==> config.mk <==
export PLATFORM = sky130hd
export DESIGN_NAME = cls_clk_lane_ctrl
export DESIGN_NICKNAME = d
export VERILOG_FILES = /design/src/rtl/cls_pkg.sv /design/src/rtl/cls_clk_fsm.sv /design/src/rtl/cls_pkt_eng.sv /design/src/rtl/cls_lane_stat.sv /design/src/rtl/cls_clk_lane_ctrl.sv
export SDC_FILE = /design/constraint.sdc
export NUM_CORES = 1
export LEC_CHECK = 0
export BUFFER_PORTS_ARGS = -buffer_cell sky130_fd_sc_hd__buf_2
export CAP_MARGIN = 0
export CORE_MARGIN = 8
export CORE_UTILIZATION = 55
export CTS_BUF_LIST = sky130_fd_sc_hd__clkbuf_4
export DETAILED_ROUTE_END_ITERATION = 10
export PLACE_DENSITY_LB_ADDON = 0.3
export SYNTH_ARGS = -nofsm -noshare
export SYNTH_HDL_FRONTEND = slang
export SYNTH_HIERARCHICAL = 1
export SYNTH_SLANG_ARGS = --single-unit
==> constraint.sdc <==
create_clock -name clk -period 4.1 [get_ports clk]
set_clock_uncertainty 0.2 [all_clocks]
set_input_delay 0.82 -clock clk [delete_from_list [all_inputs] [get_ports clk]]
set_output_delay 0.82 -clock clk [all_outputs]
set_load 0.02 [all_outputs]
==> src/rtl/cls_pkg.sv <==
package cls_pkg;

    typedef enum logic [1:0] {
        LINE_LP00 = 2'b00,
        LINE_LP01 = 2'b01,
        LINE_HS   = 2'b10,
        LINE_LP11 = 2'b11
    } line_t;

    typedef enum logic [2:0] {
        CK_STOP,
        CK_LP01,
        CK_LP00,
        CK_ZERO,
        CK_RUN,
        CK_TRAIL
    } ck_state_t;

    typedef enum logic [1:0] {
        PK_IDLE,
        PK_WAIT,
        PK_HS,
        PK_LP
    } pk_state_t;

endpackage

==> src/rtl/cls_clk_fsm.sv <==
module cls_clk_fsm
    import cls_pkg::*;
#(
    parameter int CNT_W = 8
) (
    input  logic             clk,
    input  logic             rst_n,
    input  logic             policy_req,
    input  logic             eng_busy,
    input  logic             hs_want,
    input  logic             burst,
    input  logic [CNT_W-1:0] t_prepare,
    input  logic [CNT_W-1:0] t_zero,
    input  logic [CNT_W-1:0] t_pre,
    input  logic [CNT_W-1:0] t_post,
    input  logic [CNT_W-1:0] t_trail,
    output logic [1:0]       clk_line,
    output logic             clk_ready,
    output logic             clk_stop,
    output logic             pol_active,
    output logic             pre_ok
);

    typedef struct packed {
        ck_state_t        st;
        logic [CNT_W-1:0] cnt;
        logic [CNT_W-1:0] hs_age;
        logic [CNT_W-1:0] idle_age;
        logic             pol;
    } ck_regs_t;

    ck_regs_t q, d;
    logic [CNT_W:0] cnt_w;
    line_t          line_code;

    function automatic logic [CNT_W-1:0] sat_inc(input logic [CNT_W-1:0] v);
        return (v == {CNT_W{1'b1}}) ? v : v + 1'b1;
    endfunction

    always_comb begin
        d     = q;
        cnt_w = {1'b0, q.cnt} + 1'b1;
        // policy only moves at a stable clock state with no packet underway
        if (!eng_busy && (q.st == CK_STOP || q.st == CK_RUN))
            d.pol = policy_req;
        case (q.st)
            CK_STOP: begin
                if (!q.pol || hs_want)
                    d.st = CK_LP01;
            end
            CK_LP01: begin
                d.st  = CK_LP00;
                d.cnt = '0;
            end
            CK_LP00: begin
                if (cnt_w >= {1'b0, t_prepare}) begin
                    d.st  = CK_ZERO;
                    d.cnt = '0;
                end else begin
                    d.cnt = cnt_w[CNT_W-1:0];
                end
            end
            CK_ZERO: begin
                if (cnt_w >= {1'b0, t_zero}) begin
                    d.st       = CK_RUN;
                    d.cnt      = '0;
                    d.hs_age   = {{(CNT_W-1){1'b0}}, 1'b1};
                    d.idle_age = {{(CNT_W-1){1'b0}}, 1'b1};
                end else begin
                    d.cnt = cnt_w[CNT_W-1:0];
                end
            end
            CK_RUN: begin
                d.hs_age   = sat_inc(q.hs_age);
                d.idle_age = burst ? {{(CNT_W-1){1'b0}}, 1'b1} : sat_inc(q.idle_age);
                if (q.pol && !hs_want && q.idle_age >= t_post) begin
                    d.st  = CK_TRAIL;
                    d.cnt = '0;
                end
            end
            CK_TRAIL: begin
                if (cnt_w >= {1'b0, t_trail}) begin
                    d.st  = CK_STOP;
                    d.cnt = '0;
                end else begin
                    d.cnt = cnt_w[CNT_W-1:0];
                end
            end
            default: d.st = CK_STOP;
        endcase
    end

    always_ff @(posedge clk or negedge rst_n) begin
        if (!rst_n) begin
            q.st       <= CK_STOP;
            q.cnt      <= '0;
            q.hs_age   <= '0;
            q.idle_age <= '0;
            q.pol      <= 1'b1;
        end else begin
            q <= d;
        end
    end

    always_comb begin
        case (q.st)
            CK_STOP:  line_code = LINE_LP11;
            CK_LP01:  line_code = LINE_LP01;
            CK_LP00:  line_code = LINE_LP00;
            default:  line_code = LINE_HS;
        endcase
    end

    assign clk_line   = line_code;
    assign clk_ready  = (q.st == CK_RUN);
    assign clk_stop   = (q.st == CK_STOP);
    assign pol_active = q.pol;
    assign pre_ok     = (q.hs_age >= t_pre);

    AST_LP01_AFTER_STOP: assert property (@(posedge clk) disable iff (!rst_n)
        (q.st == CK_LP01) |-> ($past(q.st) == CK_STOP));

    AST_CONT_KEEPS_CLOCK: assert property (@(posedge clk) disable iff (!rst_n)
        (q.st == CK_RUN && !q.pol) |=> (q.st == CK_RUN));

    AST_PRE_MET: assert property (@(posedge clk) disable iff (!rst_n)
        (burst && !$past(burst)) |-> (q.hs_age >= t_pre));

    AST_POLICY_HELD: assert property (@(posedge clk) disable iff (!rst_n)
        (eng_busy && $past(eng_busy)) |-> $stable(q.pol));

endmodule

==> src/rtl/cls_pkt_eng.sv <==
module cls_pkt_eng
    import cls_pkg::*;
#(
    parameter int NLANES = 4,
    parameter int LEN_W  = 8
) (
    input  logic              clk,
    input  logic              rst_n,
    input  logic              pkt_valid,
    input  logic              pkt_hs,
    input  logic [LEN_W-1:0]  pkt_len,
    input  logic [NLANES-1:0] lane_mask,
    input  logic              clk_ready,
    input  logic              pre_ok,
    output logic              pkt_ready,
    output logic              busy,
    output logic              hs_want,
    output logic              burst,
    output logic              lane_act,
    output logic [NLANES-1:0] mask_out
);

    typedef struct packed {
        pk_state_t         st;
        logic [LEN_W-1:0]  cnt;
        logic [NLANES-1:0] mask;
    } pk_regs_t;

    pk_regs_t q, d;

    always_comb begin
        d = q;
        case (q.st)
            PK_IDLE: begin
                if (pkt_valid) begin
                    d.mask = lane_mask;
                    d.cnt  = (pkt_len == '0) ? '0 : pkt_len - 1'b1;
                    d.st   = pkt_hs ? PK_WAIT : PK_LP;
                end
            end
            PK_WAIT: begin
                if (clk_ready && pre_ok)
                    d.st = PK_HS;
            end
            PK_HS, PK_LP: begin
                if (q.cnt == '0)
                    d.st = PK_IDLE;
                else
                    d.cnt = q.cnt - 1'b1;
            end
            default: d.st = PK_IDLE;
        endcase
    end

    always_ff @(posedge clk or negedge rst_n) begin
        if (!rst_n) begin
            q.st   <= PK_IDLE;
            q.cnt  <= '0;
            q.mask <= '0;
        end else begin
            q <= d;
        end
    end

    assign pkt_ready = (q.st == PK_IDLE);
    assign busy      = (q.st != PK_IDLE);
    assign hs_want   = (q.st == PK_WAIT) || (q.st == PK_HS);
    assign burst     = (q.st == PK_HS);
    assign lane_act  = (q.st == PK_HS) || (q.st == PK_LP);
    assign mask_out  = q.mask;

    AST_BURST_NEEDS_CLOCK: assert property (@(posedge clk) disable iff (!rst_n)
        burst |-> clk_ready);

    AST_ACCEPT_BLOCKS: assert property (@(posedge clk) disable iff (!rst_n)
        (pkt_valid && pkt_ready) |=> !pkt_ready);

endmodule

==> src/rtl/cls_lane_stat.sv <==
module cls_lane_stat #(
    parameter int NLANES = 4
) (
    input  logic              clk,
    input  logic              rst_n,
    input  logic              burst,
    input  logic              lane_act,
    input  logic [NLANES-1:0] mask_q,
    input  logic [NLANES-1:0] lane_mask,
    input  logic              clk_ready,
    input  logic              clk_stop,
    input  logic              pol_active,
    input  logic              policy_req,
    output logic [NLANES-1:0] data_hs,
    output logic [NLANES-1:0] data_stop,
    output logic              init_done
);

    typedef struct packed {
        logic done;
    } st_regs_t;

    st_regs_t q, d;
    logic     lanes_quiet;
    logic     clock_settled;

    for (genvar i = 0; i < NLANES; i++) begin : g_lane
        assign data_hs[i]   = burst & mask_q[i];
        assign data_stop[i] = ~(lane_act & mask_q[i]);
    end

    always_comb begin
        lanes_quiet   = &(data_stop | ~lane_mask);
        clock_settled = (pol_active == policy_req) &&
                        (pol_active ? clk_stop : clk_ready);
        d.done        = q.done | (lanes_quiet & clock_settled);
    end

    always_ff @(posedge clk or negedge rst_n) begin
        if (!rst_n) q.done <= 1'b0;
        else        q      <= d;
    end

    assign init_done = q.done;

    AST_INIT_STICKY: assert property (@(posedge clk) disable iff (!rst_n)
        init_done |=> init_done);

endmodule

==> src/rtl/cls_clk_lane_ctrl.sv <==
module cls_clk_lane_ctrl
    import cls_pkg::*;
#(
    parameter int NLANES = 4,
    parameter int CNT_W  = 8,
    parameter int LEN_W  = 8
) (
    input  logic              clk,
    input  logic              rst_n,
    input  logic              policy_tx_only,
    input  logic [NLANES-1:0] lane_mask,
    input  logic              pkt_valid,
    input  logic              pkt_hs,
    input  logic [LEN_W-1:0]  pkt_len,
    output logic              pkt_ready,
    input  logic [CNT_W-1:0]  t_prepare,
    input  logic [CNT_W-1:0]  t_zero,
    input  logic [CNT_W-1:0]  t_pre,
    input  logic [CNT_W-1:0]  t_post,
    input  logic [CNT_W-1:0]  t_trail,
    output logic [1:0]        clk_line,
    output logic              clk_ready,
    output logic              clk_stop,
    output logic [NLANES-1:0] data_hs,
    output logic [NLANES-1:0] data_stop,
    output logic              init_done
);

    logic              busy, hs_want, burst, lane_act, pol_active, pre_ok;
    logic [NLANES-1:0] mask_q;

    cls_pkt_eng #(.NLANES(NLANES), .LEN_W(LEN_W)) u_eng (
        .clk       (clk),
        .rst_n     (rst_n),
        .pkt_valid (pkt_valid),
        .pkt_hs    (pkt_hs),
        .pkt_len   (pkt_len),
        .lane_mask (lane_mask),
        .clk_ready (clk_ready),
        .pre_ok    (pre_ok),
        .pkt_ready (pkt_ready),
        .busy      (busy),
        .hs_want   (hs_want),
        .burst     (burst),
        .lane_act  (lane_act),
        .mask_out  (mask_q)
    );

    cls_clk_fsm #(.CNT_W(CNT_W)) u_fsm (
        .clk        (clk),
        .rst_n      (rst_n),
        .policy_req (policy_tx_only),
        .eng_busy   (busy),
        .hs_want    (hs_want),
        .burst      (burst),
        .t_prepare  (t_prepare),
        .t_zero     (t_zero),
        .t_pre      (t_pre),
        .t_post     (t_post),
        .t_trail    (t_trail),
        .clk_line   (clk_line),
        .clk_ready  (clk_ready),
        .clk_stop   (clk_stop),
        .pol_active (pol_active),
        .pre_ok     (pre_ok)
    );

    cls_lane_stat #(.NLANES(NLANES)) u_stat (
        .clk        (clk),
        .rst_n      (rst_n),
        .burst      (burst),
        .lane_act   (lane_act),
        .mask_q     (mask_q),
        .lane_mask  (lane_mask),
        .clk_ready  (clk_ready),
        .clk_stop   (clk_stop),
        .pol_active (pol_active),
        .policy_req (policy_tx_only),
        .data_hs    (data_hs),
        .data_stop  (data_stop),
        .init_done  (init_done)
    );

    AST_HS_NOT_LP11: assert property (@(posedge clk) disable iff (!rst_n)
        (|data_hs) |-> (clk_line != 2'b11));

endmodule

==> results by stage <==
Outcome:
- The flow ran to the end, and the final reports show no timing, DRC or antenna violations.

Critical path:
- For the worst setup path, the data required time is about 4.2 ns.
- The type of element capturing the critical path is a register.
- For the worst setup path, the data arrival time is 3.58 ns.
- The worst stage delay on the critical path is approximately 0.52 ns.
- The worst setup path category is reg2reg.
- The highest fanout seen on the critical path is 8.
- The signal on the critical path passes through ha_1 -> nand3_1 -> or3_1 -> nand2_1 -> ha_1 -> or3_1 -> o211ai_1 -> a2111oi_0 -> o22a_2 -> nand2_4 -> a221o_2.
- The worst setup path is launched from a register.
- The worst path buffer plus inverter count is 0.
- Grouping stages by cell kind, the critical path spends the most delay in compound AO/OA/AOI/OAI gates.
- The cell with the biggest individual delay on the critical path is a2111oi_0.

Timing:
- Measured against its own limit, the worst slew margin works out to 0.367.
- The worst hold slack is 0.335 ns.
- After routing, the total negative slack on setup checks comes to 0 ns.
- The total count of hold-check failures in the final report is 0.
- Setup repair after global routing left no endpoint under its margin.
- At the pin with the least slew margin, the transition time is 0.949 ns.
- The post-layout minimum cycle time is around 3.5 ns.
- The upper clock frequency limit is 284 MHz.
- The setup-violating endpoint count in the final report is 0.
- In the finished design, the share of the clock period the worst path needs comes to 0.860.
- The final number of max-transition violations is 0.

Pwr:
- The share of total power dissipated in sequential elements is 0.313.
- Summed over all nets, the switching power comes to 0.00103 W.
- The maximum VDD drop is between 0.2 and 0.3 mV.
- Dividing total power by cell area gives a power density of around 540 nW/µm².
- The share of power burned in the clock network is 0.146.
- The total power consumption of the routed design is approximately 0.0023 W.
- Of the total power, the share spent switching nets is 0.451.
- Cell internal power was estimated by the tool at between 0.001 and 0.0015 W.
- The total leakage power is 2.24 nW.
- Of the total power, combinational logic draws 0.541.

Worst hold path:
- The tightest min-delay check is of the reg2reg type.

Clock network:
- The later pin in the worst-skew pair is clocked with a latency of around 0.36 ns.
- The number of buffers added by the clock tree synthesis step is 5.
- Clock-pin slew was measured on the worst setup and hold paths at 0.14 ns.
- The number of hold buffers added after CTS was 0.
- The tree built by TritonCTS fans out to between 40 and 50 sinks.
- The number of gates resized after CTS was 0.
- The CTS H-tree depth is 2.
- The root buffer cell is clkbuf_4.
- The post-CTS setup-driven buffer insertion count is 0.
- The maximum buffer depth of the clock tree is 2.
- The CTS tree is done.

Synth:
- A synthesized cell averages between 8 and 9 µm².
- The largest total area in the synthesized netlist belongs to dfrtp_1.
- The total of flip-flops plus latches after synthesis is 43.
- The most used flip-flop cell after synthesis is dfrtp_1.
- By area the synthesized netlist is led by dfrtp_1 (28%), ha_1 (17%), inv_1 (5.2%).
- Of all flip-flops after synthesis, the portion carrying an async set or reset was 1.00.
- The share of synthesized area in the top cell type comes to 0.281.
- The post-synthesis net count is between 500 and 600.
- After synthesis, the most frequently instantiated cells are ha_1 (52), inv_1 (52), dfrtp_1 (42).
- The share of the Yosys chip area taken by registers is 0.288.
- The number of distinct library cells after synthesis is between 60 and 70.
- The number of instances in the synthesized netlist is ~430.
- The Yosys step of the flow raised 6 warnings.
- Summing every instance area after synthesis gives about 3700 µm².
- The number of enable-type register cells in the synthesized netlist is 0.

GRT:
- Entering global routing, the biggest net connects 44 pins.
- The global-route wire length before repair is ~15000 µm.
- The initial antenna violation count came to 0.
- The overall track demand over capacity in global routing is 0.187.
- After global routing the overflow that remains totals 0.
- The via count of the first global-routing pass is 3407.

Layout:
- The area growth from synthesis to final layout is 13.5%.
- The antenna diode instance count is 0.
- The count of nets after finishing is slightly above 600.
- The fraction of final layout cells sized beyond drive strength 1 is 0.217.
- The final design utilization is 0.636.

Detailed routing:
- Dividing the detail-routed wire length by the instance count gives 15.6 µm.
- The number of vias per cell after detailed routing is between 5 and 6.
- The routed design has ~9000 µm of wire.
- The residual antenna-violating net count after detailed routing is 0.
- The number of DRC violations after detailed-routing iteration 0 is between 150 and 200.
- The pre-antenna-repair detailed-routing pass consisted of 4 iterations.
- The detailed-route DRC error count is 0.
- The detailed router placed roughly 3400 vias in this run.

Die:
- The initial utilization of the core area, before any placement, comes to 0.560.
- The top-level I/O count is about 70.
- The width of the die is slightly below 100 µm.
- The die outline area is about 9700 µm².
- From bottom edge to top edge, the die measures approximately 100 µm.
- In this run the core area contains 30 standard-cell rows.
- After floorplanning, the core was sized to cover between 6000 and 7000 µm².

Job:
- The tool flagged a number of max-cap violations equal to 0.

Placed design:
- The congestion estimate from routability-driven global placement came to 0.874.
- The placed wire-length estimate after detailed placement is just over 7000 µm.
- The count of port buffers added during placement is 70.
==> logic make-up after synthesis <==
family	count (synthesis)	share of synthesized area
flip-flops	43	0.288
XOR/XNOR	7	0.0164
adder cells (fa/ha/maj)	52	0.174
AND/OR/NAND/NOR	137	0.198
AO/OA/AOI/OAI	120	0.224
multiplexers	11	0.0321
buffers and inverters	62	0.0682
==> layout make-up <==
cell class	count	area, µm²
Fill cell	572	2430
Sequential cell	43	1080
Clock inverter	3	67.6
Multi-Input combinational cell	327	2410
Timing Repair Buffer	71	358
Tap cell	80	100
Clock buffer	5	37.5
Inverter	53	199
==> per-stage QoR <==
step / cell area (µm²) / instances / setup WS [ns]
floorplan: 3740 / 432 / 1.08
global placement: 4140 / 574 / 0.821
detailed placement: 4140 / 574 / 0.648
CTS: 4250 / 582 / 0.620
global route: 4250 / 582 / 0.326
finish: 4250 / 582 / 0.576
==> sequential cells by signal, summed over array words and instances (netlist names) <==
name / count
u_stat/init_done: 1
u_eng/mask_out: 4
u_eng/q: 10
u_fsm/q: 27
u_fsm/pol_active: 1
==> power by group through the flow <==
stage                     logic, W  registers, W  clock network (W)
final                      0.00124      0.000716           0.000335
after global routing       0.00139      0.000745           0.000359
after CTS                  0.00124      0.000715           0.000340
after detailed placement   0.00123      0.000723                  0
after global placement     0.00119      0.000714                  0
after floorplan           0.000960      0.000657                  0
==> worst paths after layout <==
| check | startpoint | end | slack (ns) | depth (start not counted) |
|---|---|---|---|---|
| min reg2reg | u_fsm/q[12] | u_fsm/q[12] | 0.33 | 1 |
| min in group asynchronous | rst_n | u_fsm/q[9] | 0.40 | 1 |
| max reg2reg | u_fsm/q[17] | u_fsm/q[22] | 0.58 | 11 |
| max in group asynchronous | rst_n | u_eng/q[12] | 2.71 | 1 |
| min | u_fsm/q[12] | u_fsm/q[12] | 0.33 | 1 |
| max | u_fsm/q[17] | u_fsm/q[22] | 0.58 | 11 |
==> cell usage in the layout (no fill, tap or decap), types with 8 or more instances in the layout <==
cell,instances
nand3_1,14
buf_2,70
nand2b_1,10
mux2_2,8
a21o_1,8
ha_1,52
o21ai_0,36
inv_1,52
dfrtp_1,42
nand2_1,34
nor2_1,21
a21oi_1,16
==> layer usage <==
metal	track usage	up-vias	routed length [µm]
li1	-	1708	-
met1	0.232	1550	4130
met2	0.319	120	4360
met3	0.0289	13	393
met4	0.0685	0	174
met5	0	-	0
Power figures use the tool's default switching activity.
